File: src/rtl/rxpk_pkg.sv
package rxpk_pkg;
  localparam int PKT_MAX = 16;
  localparam int CNT_W   = $clog2(PKT_MAX + 1);

  function automatic logic [CNT_W-1:0] pkt_len(input logic [1:0] sel);
    case (sel)
      2'd0:    pkt_len = CNT_W'(16);
      2'd1:    pkt_len = CNT_W'(14);
      2'd2:    pkt_len = CNT_W'(9);
      default: pkt_len = CNT_W'(8);
    endcase
  endfunction
endpackage

File: src/rtl/rxpk_collect.sv
module rxpk_collect
  import rxpk_pkg::*;
#(
  parameter int MAXLEN = PKT_MAX,
  parameter int CW     = CNT_W
) (
  input  logic              clk,
  input  logic              rst_n,
  input  logic              mode,
  input  logic              stb,
  input  logic              din,
  input  logic [CW-1:0]     len,
  output logic              load,
  output logic [MAXLEN-1:0] word,
  output logic [CW-1:0]     cnt
);
  logic [MAXLEN-1:0] sreg_q, sreg_shift, sreg_d;
  logic [CW-1:0]     cnt_d;
  logic              last;
  logic              en;

  always_comb begin
    sreg_shift = {sreg_q[MAXLEN-2:0], din};
    last       = (cnt == len - CW'(1));
    load       = mode & stb & last;
    word       = sreg_shift << (CW'(MAXLEN) - len);
    en         = stb | ~mode;
    sreg_d     = sreg_q;
    cnt_d      = cnt;
    if (!mode) begin
      cnt_d = '0;
    end else if (stb) begin
      sreg_d = sreg_shift;
      cnt_d  = last ? '0 : cnt + CW'(1);
    end
  end

  always_ff @(posedge clk or negedge rst_n) begin
    if (!rst_n) begin
      sreg_q <= '0;
      cnt    <= '0;
    end else if (en) begin
      sreg_q <= sreg_d;
      cnt    <= cnt_d;
    end
  end
endmodule

File: src/rtl/rxpk_burst.sv
module rxpk_burst
  import rxpk_pkg::*;
#(
  parameter int MAXLEN = PKT_MAX,
  parameter int CW     = CNT_W,
  parameter int RATE_W = 2,
  localparam int PH_W  = 1 << RATE_W
) (
  input  logic              clk,
  input  logic              rst_n,
  input  logic              mode,
  input  logic              load,
  input  logic [MAXLEN-1:0] word,
  input  logic [CW-1:0]     len,
  input  logic [RATE_W-1:0] rate,
  output logic              b_data,
  output logic              b_clk,
  output logic              busy
);
  logic [MAXLEN-1:0] cap_q, cap_d;
  logic [CW-1:0]     left_q, left_d;
  logic [PH_W-1:0]   ph_q, ph_d, half, ph_end;
  logic              busy_d;

  always_comb begin
    half   = PH_W'(1) << rate;
    ph_end = (half << 1) - PH_W'(1);
    b_clk  = busy & (ph_q >= half);
    b_data = busy & cap_q[MAXLEN-1];
    cap_d  = cap_q;
    left_d = left_q;
    ph_d   = ph_q;
    busy_d = busy;
    if (!mode) begin
      busy_d = 1'b0;
      ph_d   = '0;
    end else if (load) begin
      cap_d  = word;
      left_d = len;
      ph_d   = '0;
      busy_d = 1'b1;
    end else if (busy) begin
      if (ph_q == ph_end) begin
        ph_d   = '0;
        cap_d  = cap_q << 1;
        left_d = left_q - CW'(1);
        if (left_q == CW'(1)) busy_d = 1'b0;
      end else begin
        ph_d = ph_q + PH_W'(1);
      end
    end
  end

  always_ff @(posedge clk or negedge rst_n) begin
    if (!rst_n) begin
      cap_q  <= '0;
      left_q <= '0;
      ph_q   <= '0;
      busy   <= 1'b0;
    end else begin
      cap_q  <= cap_d;
      left_q <= left_d;
      ph_q   <= ph_d;
      busy   <= busy_d;
    end
  end
endmodule

File: src/rtl/rx_pkt_buffer.sv
module rx_pkt_buffer
  import rxpk_pkg::*;
#(
  parameter int MAXLEN = PKT_MAX,
  parameter int RATE_W = 2,
  localparam int CW    = $clog2(MAXLEN + 1)
) (
  input  logic              clk,
  input  logic              rst_n,
  input  logic              rx_bit,
  input  logic              rx_stb,
  input  logic              cfg_pkt_en,
  input  logic              pin_pkt_en,
  input  logic [1:0]        cfg_len,
  input  logic [RATE_W-1:0] cfg_rate,
  output logic              host_data,
  output logic              host_clk
);
  logic              mode;
  logic [CW-1:0]     len_dec;
  logic              load, busy, b_data, b_clk;
  logic [MAXLEN-1:0] word;
  logic [CW-1:0]     col_cnt;
  logic              data_d, clk_d, out_en;

  assign mode    = cfg_pkt_en & pin_pkt_en;
  assign len_dec = CW'(pkt_len(cfg_len));

  rxpk_collect #(.MAXLEN(MAXLEN), .CW(CW)) u_col (
    .clk(clk), .rst_n(rst_n), .mode(mode), .stb(rx_stb), .din(rx_bit),
    .len(len_dec), .load(load), .word(word), .cnt(col_cnt)
  );

  rxpk_burst #(.MAXLEN(MAXLEN), .CW(CW), .RATE_W(RATE_W)) u_bst (
    .clk(clk), .rst_n(rst_n), .mode(mode), .load(load), .word(word),
    .len(len_dec), .rate(cfg_rate), .b_data(b_data), .b_clk(b_clk),
    .busy(busy)
  );

  always_comb begin
    out_en = mode | rx_stb;
    if (mode) begin
      data_d = b_data;
      clk_d  = b_clk;
    end else begin
      data_d = rx_bit;
      clk_d  = ~host_clk;
    end
  end

  always_ff @(posedge clk or negedge rst_n) begin
    if (!rst_n) begin
      host_data <= 1'b0;
      host_clk  <= 1'b0;
    end else if (out_en) begin
      host_data <= data_d;
      host_clk  <= clk_d;
    end
  end
endmodule

File: config.mk
export PLATFORM = sky130hd
export DESIGN_NAME = rx_pkt_buffer
export DESIGN_NICKNAME = d
export VERILOG_FILES = /design/src/rtl/rxpk_pkg.sv /design/src/rtl/rxpk_collect.sv /design/src/rtl/rxpk_burst.sv /design/src/rtl/rx_pkt_buffer.sv
export SDC_FILE = /design/constraint.sdc
export NUM_CORES = 1
export LEC_CHECK = 0
export ABC_AREA = 1
export CORE_ASPECT_RATIO = 1.75
export CORE_MARGIN = 1.5
export CORE_UTILIZATION = 30
export DETAILED_ROUTE_END_ITERATION = 6
export DONT_BUFFER_PORTS = 1
export HOLD_SLACK_MARGIN = 0.15
export PLACE_DENSITY_LB_ADDON = 0.15
export REMOVE_ABC_BUFFERS = 1
export SLEW_MARGIN = 10
export SYNTH_ARGS = -nofsm -noshare
export SYNTH_HDL_FRONTEND = slang
export SYNTH_SLANG_ARGS = --single-unit
File: constraint.sdc
create_clock -name clk -period 2.4 [get_ports clk]
set_clock_uncertainty 0.15 [all_clocks]
set_input_delay 0.12 -clock clk [delete_from_list [all_inputs] [get_ports clk]]
set_output_delay 0.12 -clock clk [all_outputs]
set_load 0.02 [all_outputs]
Word-level counts from Yosys, hierarchy flattened
Cells that the tools add are included.
{"block": "classes", "n_addsub": 6, "magnitude_cmp": 1, "eq_ne": 7, "shifts": 2, "muxes": 21, "bitwise_logic": 9, "n_reduce_logical": 6}
{"operator": "16-bit two-way mux", "n": 3}
{"operator": "5-bit two-way mux", "n": 6}
{"operator": "4-bit two-way mux", "n": 4}
{"operator": "16-bit by 5-bit left shift with 16-bit output", "n": 1}
{"operator": "5-bit one-hot mux with 3 select lines", "n": 1}
{"operator": "5-bit by 1-bit subtractor with 5-bit output (second input constant)", "n": 2}
{"operator": "1-bit two-way mux", "n": 7}
{"operator": "3-bit AND reduction", "n": 2}
{"operator": "5-bit by 1-bit adder with 5-bit output (second input constant)", "n": 1}
{"operator": "1-bit AND", "n": 5}
{"operator": "5-bit by 1-bit equality test with 1-bit output (second input constant)", "n": 1}
{"operator": "5-bit equality test", "n": 1}
{"operator": "5-bit subtractor (first input constant)", "n": 1}
{"operator": "4-bit by 1-bit adder with 4-bit output (second input constant)", "n": 1}
{"operator": "4-bit equality test", "n": 1}
{"operator": "4-bit greater-or-equal comparator", "n": 1}
{"operator": "2-bit nonzero test", "n": 2}
{"operator": "1-bit by 2-bit left shift with 4-bit output (first input constant)", "n": 1}
{"operator": "4-bit by 1-bit subtractor with 4-bit output (second input constant)", "n": 1}
{"operator": "3-bit by 1-bit inequality test with 1-bit output (second input constant)", "n": 1}
{"operator": "2-bit by 1-bit equality test with 1-bit output (second input constant)", "n": 1}
{"operator": "2-bit equality test (second input constant)", "n": 1}
{"operator": "2-bit logical NOT", "n": 1}
{"operator": "2-bit inequality test (second input constant)", "n": 1}
{"operator": "3 further kinds", "n": 5}
{"block": "totals", "reg_bits": 48, "in_bits": 10, "out_inout_bits": 2, "elab_cells": 60}

Depth between registers and ports, before layout
{"block": "logic_depth", "ltp_word": 7, "ltp_mapped": 14, "ltp_nobuf": 12}

Cells and area by module
Synthesis repeated with hierarchy kept, for this count alone.
{"block": "unflattened", "cells_unflattened": 555, "hier_area_um2": 3512.1}
{"mod": "rxpk_collect", "instances": 1, "cells_each": 289, "area_per_inst_um2": 1715.4, "seq_area_each_um2": 500.5}
{"mod": "rxpk_burst", "instances": 1, "cells_each": 240, "area_per_inst_um2": 1649.1, "seq_area_each_um2": 650.6}
{"mod": "rx_pkt_buffer", "instances": 1, "cells_each": 26, "area_per_inst_um2": 147.6, "seq_area_each_um2": 50.0}

Worst setup path before layout
No wires, ideal clock.
{"block": "synth_path", "path_type": "input-to-reg", "from": "in cfg_len[0]", "to": "reg u_bst.left_q[2]", "setup_time_ns": 0.126, "arrival_time_ns": 1.425, "t_required_ns": 2.124, "path_slack_ns": 0.699, "path_stages": 12, "path_buffers": 2, "cell_sequence": "inv_1 -> ha_1 -> buf_4 -> nand2_1 -> nand2_2 -> nor2_4 -> nand4_4 -> buf_4 -> o21ai_0 -> nand2_1 -> nand2_1 -> o21ai_0"}
{"block": "synth_between", "elab_chain_len": 7, "elab_cells_between_ends": 11, "classes_between": "1 x add/sub; 3 x eq/ne; 2 x mux; 1 x bitwise; 4 x reduce/logical"}
{"element": "start, declared", "line": "rx_pkt_buffer.sv:14", "source": "input logic [1:0] cfg_len,"}
{"element": "2-bit equality test (tied with other cells)", "line": "rxpk_pkg.sv:6", "source": "case (sel)"}
{"element": "5-bit one-hot mux with 3 select lines *", "line": "rxpk_pkg.sv:6"}
{"element": "5-bit by 1-bit subtractor with 5-bit output", "line": "rxpk_collect.sv:24", "source": "last = (cnt == len - CW'(1));"}
{"element": "5-bit equality test", "line": "rxpk_collect.sv:24"}
{"element": "1-bit AND", "line": "rxpk_collect.sv:25", "source": "load = mode & stb & last;"}
{"element": "2-bit nonzero test (no line)"}
{"element": "3-bit AND reduction (no line)"}
{"element": "end signal, assigned", "line": "rxpk_burst.sv:62", "source": "left_q <= left_d;"}
{"element": "end, declared", "line": "rxpk_burst.sv:21", "source": "logic [CW-1:0] left_q, left_d;"}
Mark *: on every way between the ends. The rest lies on a longest branch, timed or not.
A chain may end at the register's enable or synchronous reset.

Final worst setup path
{"block": "layout_path", "from": "in rx_stb", "to": "reg u_bst.cap_q[7]"}
{"block": "layout_between", "elab_chain_len": 4, "elab_cells_between_ends": 6, "classes_between": "1 x mux; 2 x bitwise; 3 x reduce/logical"}
{"element": "start, declared", "line": "rx_pkt_buffer.sv:11", "source": "input logic rx_stb,"}
{"element": "1-bit AND * (2 in a row)", "line": "rxpk_collect.sv:25"}
{"element": "2-bit nonzero test (no line)"}
{"element": "3-bit AND reduction (no line)"}
{"element": "end signal, assigned", "line": "rxpk_burst.sv:61", "source": "cap_q <= cap_d;"}
{"element": "end, declared", "line": "rxpk_burst.sv:20", "source": "logic [MAXLEN-1:0] cap_q, cap_d;"}
Marked as above.

==> impl_summary.md <==
Synthesis
Of all flip-flops after synthesis, the portion carrying an async set or reset was between 90% and 100%. The number of warnings printed during yosys synthesis is 0. By area the synthesized netlist is led by sky130_fd_sc_hd__dfrtp_1, sky130_fd_sc_hd__nand2_1, sky130_fd_sc_hd__nand3_1. The mean instance size in the synthesized netlist is between 6 and 7 sq um.

The largest area contributor in the synthesized netlist is sky130_fd_sc_hd__dfrtp_1. Synthesis inferred 48 register bits. Summed over its instances, the top area cell type makes up a little under two fifths of the synthesized netlist area.

The most instantiated flip-flop cell in the synthesis netlist is sky130_fd_sc_hd__dfrtp_1. Synthesis handed over a netlist of about 460 instances. The distinct cell type count of the synthesized netlist is 31. The number of synthesized flops with an enable pin is 0. Sequential cells were found to cover a little under two fifths of the synthesized design area. In this run the cell area of the synthesized design comes to between 3000 and 4000 sq um.

STA
At the pin with the least slew margin, the transition time is 0.494 ns. The final hold violation count is 0. Setup repair after global routing left no endpoint under its margin. The final setup TNS is 0 ns. Counting I/O delays and the setup requirement, the final critical path takes just under 2 ns. The total count of max-transition violations in the final report is 0.

The normalized max-slew margin is about 67%. Based on the critical path, the design can be clocked at up to roughly 520 MHz. The final critical-path share of the clock period is between 80 and 90%. The setup violation total in the final timing report is 0.

Finish
Counting the fill cells in the layout gives ~1100. After the last flow step, the layout net total stands at around 490. The final cell utilization of the core is a little over a third. The sequential standard cell area is 1200 sq um. The area of the multi-input gates is 1740 sq um. The layout cell share with drive strength beyond 1 is 5.81%. The number of diodes is 0. The area growth from synthesis to layout is 11.7%.

Worst setup path
At the worst endpoint, the required time is around 2.5 ns. The critical path goes through dlygate4sd3_1, inv_1, nor2_1, nand4_4, nor2_4, nand3_1, a21oi_1. Along the worst path, the maximum fanout reaches 16. Counting cells, the worst reg-to-reg path comes to 8. In this design, the largest share of critical-path delay is due to simple AND/OR/NAND/NOR gates. The slowest cell on the critical path is sky130_fd_sc_hd__dlygate4sd3_1.

The critical path class is primary input to register. The worst path buffer plus inverter count is 2. The nature of the critical path endpoint is a register. The number of stages on the worst setup path is 7. For the worst setup path, the data arrival time is ~2.0 ns.

In this design, the stage delay of the slowest critical-path cell is 0.60 ns. STA classifies the critical path startpoint as a primary input.

Floorplanning
The total area inside the core boundary comes to 10300 sq um. The starting density of the core is between 30 and 40%. The die height is ~140 um. The number of placement rows is 49. During I/O placement, the number of pins put on the boundary was 12. The horizontal extent of the die is between 80 and 90 um. The die covers between 10000 and 15000 sq um.

Drt
In the routed layout, each cell is associated on average with a via count of 4.94. The routed wire length is around 8600 um. Dividing the detail-routed wire length by the instance count gives 14.5 um.

The detail route stage leaves a number of antenna-violating nets equal to 0. The routed layout has between 2000 and 3000 vias. The number of detailed-routing iterations run before antenna repair is 4. The number of design-rule violations left by the first detailed-router iteration is about 200. The total DRC errors in the routed layout is 0.

Hold path
The class of the worst hold path is primary input to register. The cell depth of the worst min-delay path is 4.

Clock tree
The clock net in this run drives a total of 48 sinks. The maximum clock insertion buffer count is 2. After clock tree synthesis, the clock-pin slew on the worst setup and hold paths is 0.07 ns. The number of buffers created by CTS is 5.

The quantity of gates resized following cts is 0. Clock tree synthesis selected as its root buffer the cell sky130_fd_sc_hd__clkbuf_16. The TritonCTS clock tree is yes. The latest clock arrival within the worst-skew pair is just under 0.3 ns. The clock tree synthesis step divided the H-tree into 2 levels.

Placement
At the end of routability-driven placement, the weighted congestion stood at ~0.84. Input and output buffers added on the ports amount to 0. The HPWL after detailed placement is roughly 6600 um.

Power
The largest voltage drop on the vdd net is around 0.26 mV. Power comes to around 0.0023 W. The power per unit of standard cell area is about 630 nW/um^2. Summed over all cells, the static leakage comes to between 1.5 and 2 nW.

GRT
Entering global routing, the biggest net connects 49 pins. The first global-routing pass estimated ~14000 um of wire. The via count of the first global-routing pass is slightly below 3000. The overflow left after global routing is 0. Global routing consumed, over all layers together, 16.8% of the routing resources. The number of antenna violations at the first check in global routing is 0.

Flow run
The max capacitance violation total is 0.

Run status
The flow ran to the end, and the final reports show no timing, DRC or antenna violations.
==> layout make-up <==
type                    instances  area share (%)
multi-input cells             354            48.6
flip-flops and latches         48            33.6
well taps                     127            4.45
inverters                      41            4.38
repair buffers                 14            4.20
clock buffers                   5            3.50
clock inverters                 3            1.30
==> metal layers <==
| metal | up-vias | share of wire, % | GRT usage [%] |
|---|---|---|---|
| li1 | 1499 | - | - |
| met1 | 1373 | 38 | 17.8 |
| met2 | 34 | 56 | 31.1 |
| met3 | 18 | 2.2 | 2.43 |
| met4 | 0 | 4.0 | 7.99 |
| met5 | - | 0 | 0 |
==> path summary, 6_finish.rpt <==
path                                 start              end  slack (ns)
max                                 rx_stb   u_bst.cap_q[7]        0.46
min                             pin_pkt_en       u_bst.busy        0.14
max reg2reg                   u_col.cnt[3]   u_bst.cap_q[7]        0.48
min reg2reg                u_bst.left_q[1]  u_bst.left_q[1]        0.35
max in group asynchronous            rst_n   u_bst.cap_q[8]        1.65
min in group asynchronous            rst_n    u_bst.ph_q[3]        0.22
==> layout by cell type (no fill, tap or decap), types with 5 or more instances in the layout <==
| cell type | instances |
|---|---|
| sky130_fd_sc_hd__nor2_1 | 29 |
| sky130_fd_sc_hd__xor2_1 | 5 |
| sky130_fd_sc_hd__buf_4 | 7 |
| sky130_fd_sc_hd__a21oi_1 | 19 |
| sky130_fd_sc_hd__dlygate4sd3_1 | 5 |
| sky130_fd_sc_hd__ha_1 | 15 |
| sky130_fd_sc_hd__o21ai_0 | 41 |
| sky130_fd_sc_hd__nand3_1 | 59 |
| sky130_fd_sc_hd__dfrtp_1 | 48 |
| sky130_fd_sc_hd__clkbuf_16 | 5 |
| sky130_fd_sc_hd__nand4_1 | 6 |
| sky130_fd_sc_hd__nand2_1 | 161 |
| sky130_fd_sc_hd__inv_1 | 39 |
==> synthesized netlist by cell type (5+ instances only) <==
| library cell | n |
|---|---|
| sky130_fd_sc_hd__o21ai_0 | 41 |
| sky130_fd_sc_hd__dfrtp_1 | 48 |
| sky130_fd_sc_hd__buf_2 | 6 |
| sky130_fd_sc_hd__ha_1 | 15 |
| sky130_fd_sc_hd__nor2_1 | 29 |
| sky130_fd_sc_hd__inv_1 | 39 |
| sky130_fd_sc_hd__a21oi_1 | 19 |
| sky130_fd_sc_hd__xor2_1 | 5 |
| sky130_fd_sc_hd__nand2_1 | 161 |
| sky130_fd_sc_hd__nand3_1 | 59 |
| sky130_fd_sc_hd__nand4_1 | 6 |
| sky130_fd_sc_hd__clkbuf_1 | 7 |
==> stage by stage <==
stage	hold slack, ns	instance area [sq um]	cells	setup slack, ns
CTS	0.153	3570	592	0.456
global placement	-0.324	3320	578	0.344
finish	0.141	3570	592	0.460
global route	0.193	3570	592	0.267
floorplan	-0.326	3090	443	0.0569
detailed placement	-0.324	3320	578	0.294
==> report_power, final <==
| group | switching [W] | leakage [nW] | internal, W |
|---|---|---|---|
| clock network | 0.000327 | 0.0804 | 0.000496 |
| logic | 0.000288 | 1.02 | 0.000157 |
| registers | 0.0000834 | 0.632 | 0.000899 |
| total | 0.000699 | 1.73 | 0.00155 |
==> cell families after synthesis <==
logic type | count (synthesis) | synth area share [%]
XOR/XNOR | 7 | 1.92
adder cells (fa/ha/maj) | 15 | 5.87
AND/OR/NAND/NOR | 265 | 35.7
flip-flops | 48 | 37.5
AO/OA/AOI/OAI | 67 | 10.8
buffers and inverters | 61 | 8.21
==> worst register-to-register path, stage by stage, from the launching register on <==
cell	delay [ns]
sky130_fd_sc_hd__dfrtp_1	0.41
sky130_fd_sc_hd__inv_1	0.07
sky130_fd_sc_hd__nand2_1	0.06
sky130_fd_sc_hd__nand2_1	0.09
sky130_fd_sc_hd__nor2_4	0.13
sky130_fd_sc_hd__nand4_4	0.26
sky130_fd_sc_hd__nor2_4	0.33
sky130_fd_sc_hd__nand3_1	0.18
sky130_fd_sc_hd__a21oi_1	0.17
==> state kept, by name, summed over array words and instances (netlist names) <==
signal and flops:
u_bst.cap_q 16, u_col.sreg_q 15, u_bst.left_q 5, u_col.cnt 5, u_bst.ph_q 4, host_clk 1
host_data 1, u_bst.busy 1
==> what timing repair did <==
action,CTS,global route
endpoints found under the hold margin,59,0
buffers inserted,0,0
hold buffers,6,0
Power figures use the tool's default switching activity.
